--- src/rtl/bac_pkg.sv ---
package bac_pkg;
    typedef enum logic [2:0] {
        OP_HOLD  = 3'd0,
        OP_CLR   = 3'd1,
        OP_LDA   = 3'd2,
        OP_LDM   = 3'd3,
        OP_RTX   = 3'd4,
        OP_INC   = 3'd5
    } bac_op_e;
endpackage

--- src/rtl/bac_op_decode.sv ---
module bac_op_decode
    import bac_pkg::*;
(
    input  logic    ctr_clr,
    input  logic    ld_stb,
    input  logic    mask_sel,
    input  logic    rtx_req,
    input  logic    cnt_en,
    output bac_op_e op
);
    always_comb begin
        unique casez ({ctr_clr, ld_stb, mask_sel, rtx_req, cnt_en})
            5'b1????: op = OP_CLR;
            5'b011??: op = OP_LDM;
            5'b010??: op = OP_LDA;
            5'b00?1?: op = OP_RTX;
            5'b00?01: op = OP_INC;
            default:  op = OP_HOLD;
        endcase
    end
endmodule

--- src/rtl/bac_cfg_regs.sv ---
module bac_cfg_regs
    import bac_pkg::*;
#(
    parameter int AW = 18
) (
    input  logic          clk,
    input  logic          rst_n,
    input  bac_op_e       op,
    input  logic [AW-1:0] addr_in,
    output logic [AW-1:0] msk,
    output logic [AW-1:0] mir
);
    always_ff @(posedge clk or negedge rst_n) begin
        if (!rst_n) begin
            msk <= '1;
            mir <= '0;
        end else begin
            unique case (op)
                OP_CLR:  msk <= '1;
                OP_LDM:  msk <= addr_in;
                OP_LDA:  mir <= addr_in;
                default: ;
            endcase
        end
    end

    assert_mask_keep_R3: assert property (@(posedge clk) disable iff (!rst_n)
        (op != OP_CLR && op != OP_LDM) |=> $stable(msk));
    assert_mask_clr_R8: assert property (@(posedge clk) disable iff (!rst_n)
        (op == OP_CLR) |=> (msk == {AW{1'b1}}));
    assert_mirror_load_R7: assert property (@(posedge clk) disable iff (!rst_n)
        (op == OP_LDA) |=> (mir == $past(addr_in)));
endmodule

--- src/rtl/bac_count_core.sv ---
module bac_count_core
    import bac_pkg::*;
#(
    parameter int AW = 18
) (
    input  logic          clk,
    input  logic          rst_n,
    input  bac_op_e       op,
    input  logic          wrap_sel,
    input  logic [AW-1:0] addr_in,
    input  logic [AW-1:0] msk,
    input  logic [AW-1:0] mir,
    output logic [AW-1:0] cnt,
    output logic          term
);
    logic [AW-1:0] cnt_nxt;
    logic [AW-1:0] hold_bits;
    logic [AW-1:0] step_bits;

    assign term      = &(cnt | ~msk);
    assign hold_bits = cnt & ~msk;
    assign step_bits = ((cnt | ~msk) + {{(AW-1){1'b0}}, 1'b1}) & msk;

    always_comb begin
        unique case (op)
            OP_CLR:  cnt_nxt = '0;
            OP_LDA:  cnt_nxt = addr_in;
            OP_RTX:  cnt_nxt = mir;
            OP_INC: begin
                if (!term)
                    cnt_nxt = hold_bits | step_bits;
                else if (wrap_sel)
                    cnt_nxt = hold_bits | (mir & msk);
                else
                    cnt_nxt = hold_bits;
            end
            default: cnt_nxt = cnt;
        endcase
    end

    always_ff @(posedge clk or negedge rst_n) begin
        if (!rst_n) cnt <= '0;
        else        cnt <= cnt_nxt;
    end

    assert_hold_R11: assert property (@(posedge clk) disable iff (!rst_n)
        (op == OP_HOLD || op == OP_LDM) |=> $stable(cnt));
    assert_high_keep_R4: assert property (@(posedge clk) disable iff (!rst_n)
        (op == OP_INC) |=> ((cnt & ~msk) == $past(cnt & ~msk)));
    assert_load_R2: assert property (@(posedge clk) disable iff (!rst_n)
        (op == OP_LDA) |=> (cnt == $past(addr_in)));
    assert_clear_R8: assert property (@(posedge clk) disable iff (!rst_n)
        (op == OP_CLR) |=> (cnt == '0));
    assert_wrap_zero_R5: assert property (@(posedge clk) disable iff (!rst_n)
        (op == OP_INC && term && !wrap_sel) |=> ((cnt & msk) == '0));
    assert_rtx_R7: assert property (@(posedge clk) disable iff (!rst_n)
        (op == OP_RTX) |=> (cnt == $past(mir)));
endmodule

--- src/rtl/burst_addr_ctr.sv ---
module burst_addr_ctr
    import bac_pkg::*;
#(
    parameter int AW = 18
) (
    input  logic          clk,
    input  logic          rst_n,
    input  logic          ld_stb,
    input  logic          mask_sel,
    input  logic          cnt_en,
    input  logic          ctr_clr,
    input  logic          rtx_req,
    input  logic          wrap_sel,
    input  logic [AW-1:0] addr_in,
    output logic [AW-1:0] addr_out,
    output logic          ctr_int_n
);
    bac_op_e       op;
    logic [AW-1:0] msk;
    logic [AW-1:0] mir;
    logic          term;

    bac_op_decode u_dec (
        .ctr_clr (ctr_clr),
        .ld_stb  (ld_stb),
        .mask_sel(mask_sel),
        .rtx_req (rtx_req),
        .cnt_en  (cnt_en),
        .op      (op)
    );

    bac_cfg_regs #(.AW(AW)) u_cfg (
        .clk    (clk),
        .rst_n  (rst_n),
        .op     (op),
        .addr_in(addr_in),
        .msk    (msk),
        .mir    (mir)
    );

    bac_count_core #(.AW(AW)) u_core (
        .clk     (clk),
        .rst_n   (rst_n),
        .op      (op),
        .wrap_sel(wrap_sel),
        .addr_in (addr_in),
        .msk     (msk),
        .mir     (mir),
        .cnt     (addr_out),
        .term    (term)
    );

    assign ctr_int_n = ~term;

    assert_int_cause_R10: assert property (@(posedge clk) disable iff (!rst_n)
        $fell(ctr_int_n) |-> ($past(op) != OP_CLR && $past(op) != OP_HOLD));
    assert_prio_R9: assert property (@(posedge clk) disable iff (!rst_n)
        (ctr_clr && ld_stb && !mask_sel) |=> (addr_out == '0));
endmodule

--- config.mk ---
export PLATFORM = sky130hd
export DESIGN_NAME = burst_addr_ctr
export DESIGN_NICKNAME = d
export VERILOG_FILES = /design/src/rtl/bac_pkg.sv /design/src/rtl/bac_op_decode.sv /design/src/rtl/bac_cfg_regs.sv /design/src/rtl/bac_count_core.sv /design/src/rtl/burst_addr_ctr.sv
export SDC_FILE = /design/constraint.sdc
export NUM_CORES = 1
export LEC_CHECK = 0
export BUFFER_PORTS_ARGS = -buffer_cell sky130_fd_sc_hd__buf_2
export CORE_MARGIN = 2
export CORE_UTILIZATION = 45
export DETAILED_ROUTE_END_ITERATION = 8
export PLACE_DENSITY = 0.67
export RECOVER_POWER = 100
export SKIP_CTS_REPAIR_TIMING = 1
export SLEW_MARGIN = 20
export SYNTH_ARGS = -nofsm -noshare
export SYNTH_HDL_FRONTEND = slang
export SYNTH_HIERARCHICAL = 1
export SYNTH_SLANG_ARGS = --single-unit
--- constraint.sdc ---
create_clock -name clk -period 2.1 [get_ports clk]
set_input_delay 0.315 -clock clk [delete_from_list [all_inputs] [get_ports clk]]
set_output_delay 0.315 -clock clk [all_outputs]
set_load 0.05 [all_outputs]
==> results_tabular.tex, run 1 <==
\begin{tabular}{lr}
\hline
Metric & Value \\
\hline
\multicolumn{2}{l}{\textbf{Power and ir drop}} \\
Internal portion of total power & 1.94 mW \\
Power density over cell area & 661 nW/µm² \\
Switching power summed over all nets & 962 µW \\
Sw Share & 0.332 \\
Comb power frac & 0.287 \\
Peak VDD IR & 485 µV \\
Power Total & 2.90 mW \\
Proportion of power drawn by the clock network & 0.243 \\
Part of the total power dissipated in sequential elements & 0.469 \\
Leakage power of the design & 1.79 nW \\
\multicolumn{2}{l}{\textbf{Timing}} \\
Hold violation count in the final report & 0 \\
Tightest Pin Transition & 1.36 ns \\
Worst slew margin relative to its limit & 0.0919 \\
Setup repair after global routing missed its margin & true \\
Upper clock frequency limit & 0.427 GHz \\
Fin. max-slew vios & 0 \\
Minimum period implied by the final worst setup slack & 2.34 ns \\
Final worst clock skew & 0.00780 ns \\
Worst path setup slack after routing & -0.239 ns \\
Part of the cycle the worst path needs & 1.11 \\
Final setup viols & 6 \\
WHS & 0.245 ns \\
\multicolumn{2}{l}{\textbf{Placed design}} \\
Dpl hpwl & 6660 µm \\
Global placer's final weighted congestion & 0.904 \\
Area after DPL & 4270 µm² \\
Worst-case setup slack after placement & 0.0118 ns \\
Port Buffer Count & 44 \\
Inst Count DP & 526 \\
\multicolumn{2}{l}{\textbf{Synthesis}} \\
Post-Syn Area & 3600 µm² \\
Number of synthesized flops with an enable pin & 0 \\
Average size of a mapped cell & 9.96 µm² \\
Adder-cell share of the synthesized area & 0.0104 \\
Proportion of synthesized area in mux cells & 0.140 \\
Basic-gate share of the synthesized area counting and, or, nand and nor cells & 0.195 \\
Warning count from the yosys run & 6 \\
Synthesis-stage register bit count & 54 \\
Top FF cell, synth & sky130\_fd\_sc\_hd\_\_dfrtp\_1 \\
Async SR Flop Fraction & 1.00 \\
Post-synthesis compound-gate area fraction & 0.205 \\
Number of nets produced by synthesis & 390 \\
Fraction of the yosys area taken by sequential cells & 0.382 \\
Number of distinct standard cells referenced by the synthesized netlist & 54 \\
Post-synthesis xor/xnor area fraction & 0.0268 \\
Combinational family with the most area after synthesis & compound AO/OA/AOI/OAI gates \\
Number of instances in the synthesized netlist & 361 \\
\multicolumn{2}{l}{\textbf{Drt}} \\
Remaining design rule violation count & 0 \\
DR WL met3 & 339 µm \\
Final wirelength & 9750 µm \\
Drt initial violations & 196 \\
Routed met1 length & 4810 µm \\
Vias per cell & 5.84 \\
Routed met2 length & 4540 µm \\
Pre-antenna DRT Iters & 4 \\
Via count & 3,157 \\
Highest routed metal layer & met4 \\
Routed WL per cell & 18.0 µm \\
Antenna violation net count after detailed routing & 0 \\
\multicolumn{2}{l}{\textbf{Cells and area}} \\
Fin nets & 467 \\
Final design area excluding fillers & 4380 µm² \\
Area added between synthesis and finish & 21.8\% \\
Most common cell after layout, fill and taps aside & sky130\_fd\_sc\_hd\_\_buf\_4 \\
Commonest non-fill, non-tap cells in the layout & sky130\_fd\_sc\_hd\_\_buf\_4 (36), sky130\_fd\_sc\_hd\_\_dfrtp\_1 (28), sky130\_fd\_sc\_hd\_\_a22o\_1 (28) \\
Ant. Diodes & 0 \\
Fraction of layout instances using a drive strength above 1 & 0.364 \\
Final Instance Count excl. Fillers & 541 \\
\multicolumn{2}{l}{\textbf{Status}} \\
Status & finished with violations \\
Violations in the final reports & setup timing \\
\multicolumn{2}{l}{\textbf{Clock tree}} \\
Worst-Skew Late Latency & 0.31 ns \\
Buffer levels on the longest clock path & 2 \\
Number of buffers created by CTS & 5 \\
Clock sink count & 54 \\
CTS tree & done \\
Clock-pin transition on the worst setup and hold timing paths & 0.10 ns \\
H-tree level count & 2 \\
Buffer type at the clock tree root & sky130\_fd\_sc\_hd\_\_clkbuf\_8 \\
\multicolumn{2}{l}{\textbf{Worst setup path}} \\
Crit path launch type & flop \\
Crit path capture type & output port \\
Required time of the worst setup path & 1.78 ns \\
Largest fanout on the critical path & 3 \\
Setup CP Type & flop to output port \\
Worst Path Arrival & 2.02 ns \\
\multicolumn{2}{l}{\textbf{Global route}} \\
Antenna violations before repair & 0 \\
Largest net degree at the start of global routing & 55 \\
Overall Global Routing Usage & 0.227 \\
Residual overflow from global routing & 0 \\
Via count of the first global-routing pass & 3,007 \\
Global-route wire length before repair & 15,500 µm \\
\multicolumn{2}{l}{\textbf{Floorplanning}} \\
Count of boundary I/O pins & 45 \\
Effective utilization at floorplan & 0.466 \\
DIE AREA & 8720 µm² \\
Core area & 7730 µm² \\
Floorplan die height & 93.4 µm \\
Width of the die & 93.4 µm \\
Number of rows in the core area & 32 \\
\multicolumn{2}{l}{\textbf{Job}} \\
Maxcap violations & 0 \\
\multicolumn{2}{l}{\textbf{Min path}} \\
Path type of the worst min-delay path & input port to flop \\
\hline
\end{tabular}
stage by stage:
stage,util,setup TNS [ns]
2_1_floorplan,-,-0.265
3_3_place_gp,0.552,0
3_5_place_dp,0.552,0
4_1_cts,0.566,-0.305
5_1_grt,0.567,-1.94
6_report,0.567,-0.727
power groups by stage:
stage	registers [mW]	logic, mW	clock network, mW
2_1_floorplan	1.46	0.460	0
3_3_place_gp	1.37	0.823	0
3_5_place_dp	1.37	0.841	0
4_1_cts	1.36	0.841	0.723
5_1_grt	1.38	0.900	0.762
6_report	1.36	0.832	0.705
cell families after synthesis:
logic type / Yosys count
AND/OR/NAND/NOR: 120
adder cells (fa/ha/maj): 3
multiplexers: 42
buffers and inverters: 30
XOR/XNOR: 11
AO/OA/AOI/OAI: 101
flip-flops: 54
sequential cells by signal, summed over array words and instances, names as in the netlist:
name,count
u_cfg/mir,18
u_cfg/msk,18
u_core/cnt,18
worst max-delay path, stage by stage, from the launching register on:
cell and delay (ns):
sky130_fd_sc_hd__dfrtp_2 0.40, sky130_fd_sc_hd__inv_2 0.06, sky130_fd_sc_hd__ha_4 0.16, sky130_fd_sc_hd__inv_4 0.05
sky130_fd_sc_hd__ha_4 0.12, sky130_fd_sc_hd__nand4_1 0.18, sky130_fd_sc_hd__nor4_4 0.33, sky130_fd_sc_hd__nand2_2 0.14
sky130_fd_sc_hd__inv_4 0.09, sky130_fd_sc_hd__inv_2 0.03, sky130_fd_sc_hd__buf_6 0.14
routing by layer:
metal	global-route usage	up-vias
met3	0.0314	6
met5	0	-
met1	0.334	1571
met4	0.0417	0
li1	-	1498
met2	0.360	82
final timing paths:
kind / start / endpoint / slack, ns / depth (start not counted)
max: u_core/cnt[0] / ctr_int_n / -0.24 / 10
min: addr_in[4] / u_core/cnt[4] / 0.25 / 3
max reg2reg: u_core/cnt[0] / u_core/cnt[13] / -0.14 / 11
min reg2reg: u_cfg/msk[1] / u_core/cnt[1] / 0.54 / 2
max in group asynchronous: rst_n / u_core/cnt[10] / 0.80 / 2
min in group asynchronous: rst_n / u_cfg/mir[16] / 0.39 / 2
synth_stat cells, types with 6 or more instances:
master | n | share of area
sky130_fd_sc_hd__a21oi_1 | 20 | 0.028
sky130_fd_sc_hd__a22o_1 | 28 | 0.068
sky130_fd_sc_hd__a311oi_1 | 6 | 0.015
sky130_fd_sc_hd__clkbuf_1 | 12 | 0.013
sky130_fd_sc_hd__dfrtp_1 | 36 | 0.25
sky130_fd_sc_hd__dfstp_2 | 18 | 0.13
sky130_fd_sc_hd__inv_1 | 10 | 0.010
sky130_fd_sc_hd__mux2_2 | 26 | 0.081
sky130_fd_sc_hd__mux2_4 | 10 | 0.042
sky130_fd_sc_hd__mux2i_1 | 6 | 0.017
sky130_fd_sc_hd__nand2_1 | 18 | 0.019
sky130_fd_sc_hd__nand2b_1 | 22 | 0.038
sky130_fd_sc_hd__nand3_1 | 14 | 0.019
sky130_fd_sc_hd__nor2_1 | 14 | 0.015
sky130_fd_sc_hd__nor2b_1 | 15 | 0.026
sky130_fd_sc_hd__o21ai_0 | 14 | 0.019
sky130_fd_sc_hd__o31ai_1 | 8 | 0.017
sky130_fd_sc_hd__or2b_1 | 8 | 0.017
sky130_fd_sc_hd__xnor2_1 | 11 | 0.027
area by class of cell:
cell class / instances / area [µm²]
fillers: 728 / 3350
repair buffers: 89 / 546
flip-flops and latches: 54 / 1380
clock buffers: 5 / 68.8
multi-input cells: 277 / 2170
clock inverters: 3 / 40.0
inverters: 11 / 46.3
well taps: 102 / 128
No activity file was read; power rests on OpenSTA's default activity.
==> run 2, diff against run 1 <==
Settings changed: CAP_MARGIN set to 10, PLACE_DENSITY 0.67 to 0.71, RECOVER_POWER 100 to unset.
==> results_tabular.tex, run 2 (synthesized netlist as in run 1, its figures left out) <==
\begin{tabular}{lr}
\hline
Metric & Value \\
\hline
\multicolumn{2}{l}{\textbf{Placed design}} \\
Dpl hpwl & 7010 µm (+5.3\%) \\
Port Buffer Count & 44 (unchanged) \\
Global placer's final weighted congestion & 0.881 (-2.6\%) \\
\multicolumn{2}{l}{\textbf{Floorplanning}} \\
Floorplan die height & 93.4 µm (unchanged) \\
Core area & 7730 µm² (unchanged) \\
Width of the die & 93.4 µm (unchanged) \\
Effective utilization at floorplan & 0.466 (unchanged) \\
Number of rows in the core area & 32 (unchanged) \\
Count of boundary I/O pins & 45 (unchanged) \\
DIE AREA & 8720 µm² (unchanged) \\
\multicolumn{2}{l}{\textbf{Global route}} \\
Antenna violations before repair & 0 (unchanged) \\
Largest net degree at the start of global routing & 40 (-27\%) \\
Residual overflow from global routing & 0 (unchanged) \\
Overall Global Routing Usage & 0.237 (+0.0100) \\
Via count of the first global-routing pass & 3,138 (+4.4\%) \\
Global-route wire length before repair & 16,300 µm (+4.8\%) \\
\multicolumn{2}{l}{\textbf{Clock tree}} \\
Clock-pin transition on the worst setup and hold timing paths & 0.11 ns (about the same) \\
Buffer type at the clock tree root & sky130\_fd\_sc\_hd\_\_clkbuf\_8 \\
Number of buffers created by CTS & 5 (unchanged) \\
H-tree level count & 2 (unchanged) \\
CTS tree & done \\
Buffer levels on the longest clock path & 2 (unchanged) \\
Clock sink count & 54 (unchanged) \\
Worst-Skew Late Latency & 0.32 ns (about the same) \\
\multicolumn{2}{l}{\textbf{Drt}} \\
Routed WL per cell & 19.1 µm (+5.9\%) \\
Antenna violation net count after detailed routing & 0 (unchanged) \\
Remaining design rule violation count & 0 (unchanged) \\
Pre-antenna DRT Iters & 5 (+1) \\
Final wirelength & 10,300 µm (+6.1\%) \\
Drt initial violations & 239 (+22\%) \\
Via count & 3,270 (+3.6\%) \\
Vias per cell & 6.03 (+3.4\%) \\
\multicolumn{2}{l}{\textbf{Worst setup path}} \\
Crit path launch type & flop \\
Worst Path Arrival & 2.01 ns (about the same) \\
Cell count along the critical path & 10 (unchanged) \\
Largest fanout on the critical path & 4 (+1) \\
Required time of the worst setup path & 1.78 ns (about the same) \\
Crit path capture type & output port \\
Critical Path Slowest Stage Cell & sky130\_fd\_sc\_hd\_\_dfrtp\_2 \\
Number of cell instances on the worst register-to-register path & 11 (unchanged) \\
Setup CP Type & flop to output port \\
Cell-by-cell trace of the critical path & inv\_2 -> ha\_4 -> inv\_4 -> ha\_4 -> nand4\_1 -> nor4\_4 -> nand2\_2 -> inv\_4 -> inv\_2 -> buf\_6 \\
CP bufs+invs & 5 (unchanged) \\
Top Family by Delay on Critical Path & simple AND/OR/NAND/NOR gates \\
Delay contributed by the slowest stage of the critical path & 0.39 ns (about the same) \\
\multicolumn{2}{l}{\textbf{Job}} \\
Maxcap violations & 0 (unchanged) \\
\multicolumn{2}{l}{\textbf{Timing}} \\
Final worst clock skew & 0.00994 ns (+0.00214 ns) \\
Tightest Pin Transition & 0.476 ns (-0.886 ns) \\
Part of the cycle the worst path needs & 1.11 (-0.00691) \\
WHS & 0.235 ns (-0.0104 ns) \\
Hold violation count in the final report & 0 (unchanged) \\
Minimum period implied by the final worst setup slack & 2.32 ns (-0.0145 ns) \\
Setup TNS & -0.272 ns (+0.455 ns) \\
Worst path setup slack after routing & -0.225 ns (+0.0145 ns) \\
Upper clock frequency limit & 0.430 GHz (+0.62\%) \\
Worst slew margin relative to its limit & 0.682 (+0.591) \\
Final setup viols & 4 (-2) \\
Fin. max-slew vios & 0 (unchanged) \\
Setup repair after global routing missed its margin & true \\
\multicolumn{2}{l}{\textbf{Cells and area}} \\
Area added between synthesis and finish & 24.2\% \\
Ant. Diodes & 0 (unchanged) \\
Fraction of layout instances using a drive strength above 1 & 0.420 (+0.0560) \\
Most common cell after layout, fill and taps aside & sky130\_fd\_sc\_hd\_\_buf\_2 \\
Fin nets & 468 (+0.21\%) \\
Finished Core Util & 0.578 (+0.0113) \\
Fillers & 664 (-8.8\%) \\
Registers with the most flip-flops & u\_cfg/mir: 18 flops, u\_cfg/msk: 18 flops, u\_core/cnt: 18 flops \\
Commonest non-fill, non-tap cells in the layout & sky130\_fd\_sc\_hd\_\_buf\_2 (43), sky130\_fd\_sc\_hd\_\_buf\_4 (41), sky130\_fd\_sc\_hd\_\_dfrtp\_1 (28), sky130\_fd\_sc\_hd\_\_a22o\_1 (28), sky130\_fd\_sc\_hd\_\_mux2\_2 (26) \\
\multicolumn{2}{l}{\textbf{Power and ir drop}} \\
Power Total & 2.96 mW (+2.3\%) \\
Leakage power of the design & 1.90 nW (+6.3\%) \\
Peak VDD IR & 418 µV (-14\%) \\
Power density over cell area & 663 nW/µm² (+0.25\%) \\
\multicolumn{2}{l}{\textbf{Status}} \\
Status & finished with violations \\
Violations in the final reports & setup timing \\
\multicolumn{2}{l}{\textbf{Min path}} \\
Path type of the worst min-delay path & input port to flop \\
Number of cells on the worst hold path & 3 (unchanged) \\
\hline
\end{tabular}
==> run 2: cell types whose count changed in the layout (fill, tap and decap cells not counted), sizes merged <==
cell	change
dlygate4sd3	+1
clkbuf	-24
buf	+24
==> run 2: worst min-delay path: cells and delay by family <==
family	cells	cell delay, ns
buffers and inverters	1	0.09
AO/OA/AOI/OAI	2	0.11
==> run 2: metrics by stage <==
step	area, µm²	cells	setup WS, ns
CTS	4380	535	-0.286
global placement	4280	527	0.0368
floorplan	3690	361	-0.173
global route	4470	542	-0.323
detailed placement	4280	527	0.0351
finish	4470	542	-0.225
==> run 2: per-layer routing <==
layer / global-route usage / wire length [µm] / up-vias
li1: - / - / 1498
met1: 0.334 / 4710 / 1628
met2: 0.379 / 4880 / 128
met3: 0.0363 / 606 / 16
met4: 0.0674 / 144 / 0
met5: 0 / 0 / -
==> run 2: final timing paths <==
check | start | to | slack (ns)
max | u_core/cnt[0] | ctr_int_n | -0.22
min | addr_in[2] | u_core/cnt[2] | 0.23
max reg2reg | u_core/cnt[0] | u_core/cnt[0] | -0.04
min reg2reg | u_cfg/mir[12] | u_cfg/mir[12] | 0.56
max in group asynchronous | rst_n | u_cfg/msk[8] | 1.02
min in group asynchronous | rst_n | u_cfg/mir[16] | 0.46
==> run 2: final cells by class <==
cell class	instances	area (µm²)	area share
repair buffers	90	616	0.138
well taps	102	128	0.0286
flip-flops and latches	54	1380	0.310
inverters	11	46.3	0.0104
clock buffers	5	68.8	0.0154
multi-input cells	277	2190	0.489
clock inverters	3	40.0	0.00896
==> run 2: power breakdown <==
group | leakage [nW] | internal, mW | switching [mW]
clock | 0.0579 | 0.352 | 0.377
combinational | 1.21 | 0.405 | 0.474
sequential | 0.638 | 1.21 | 0.144
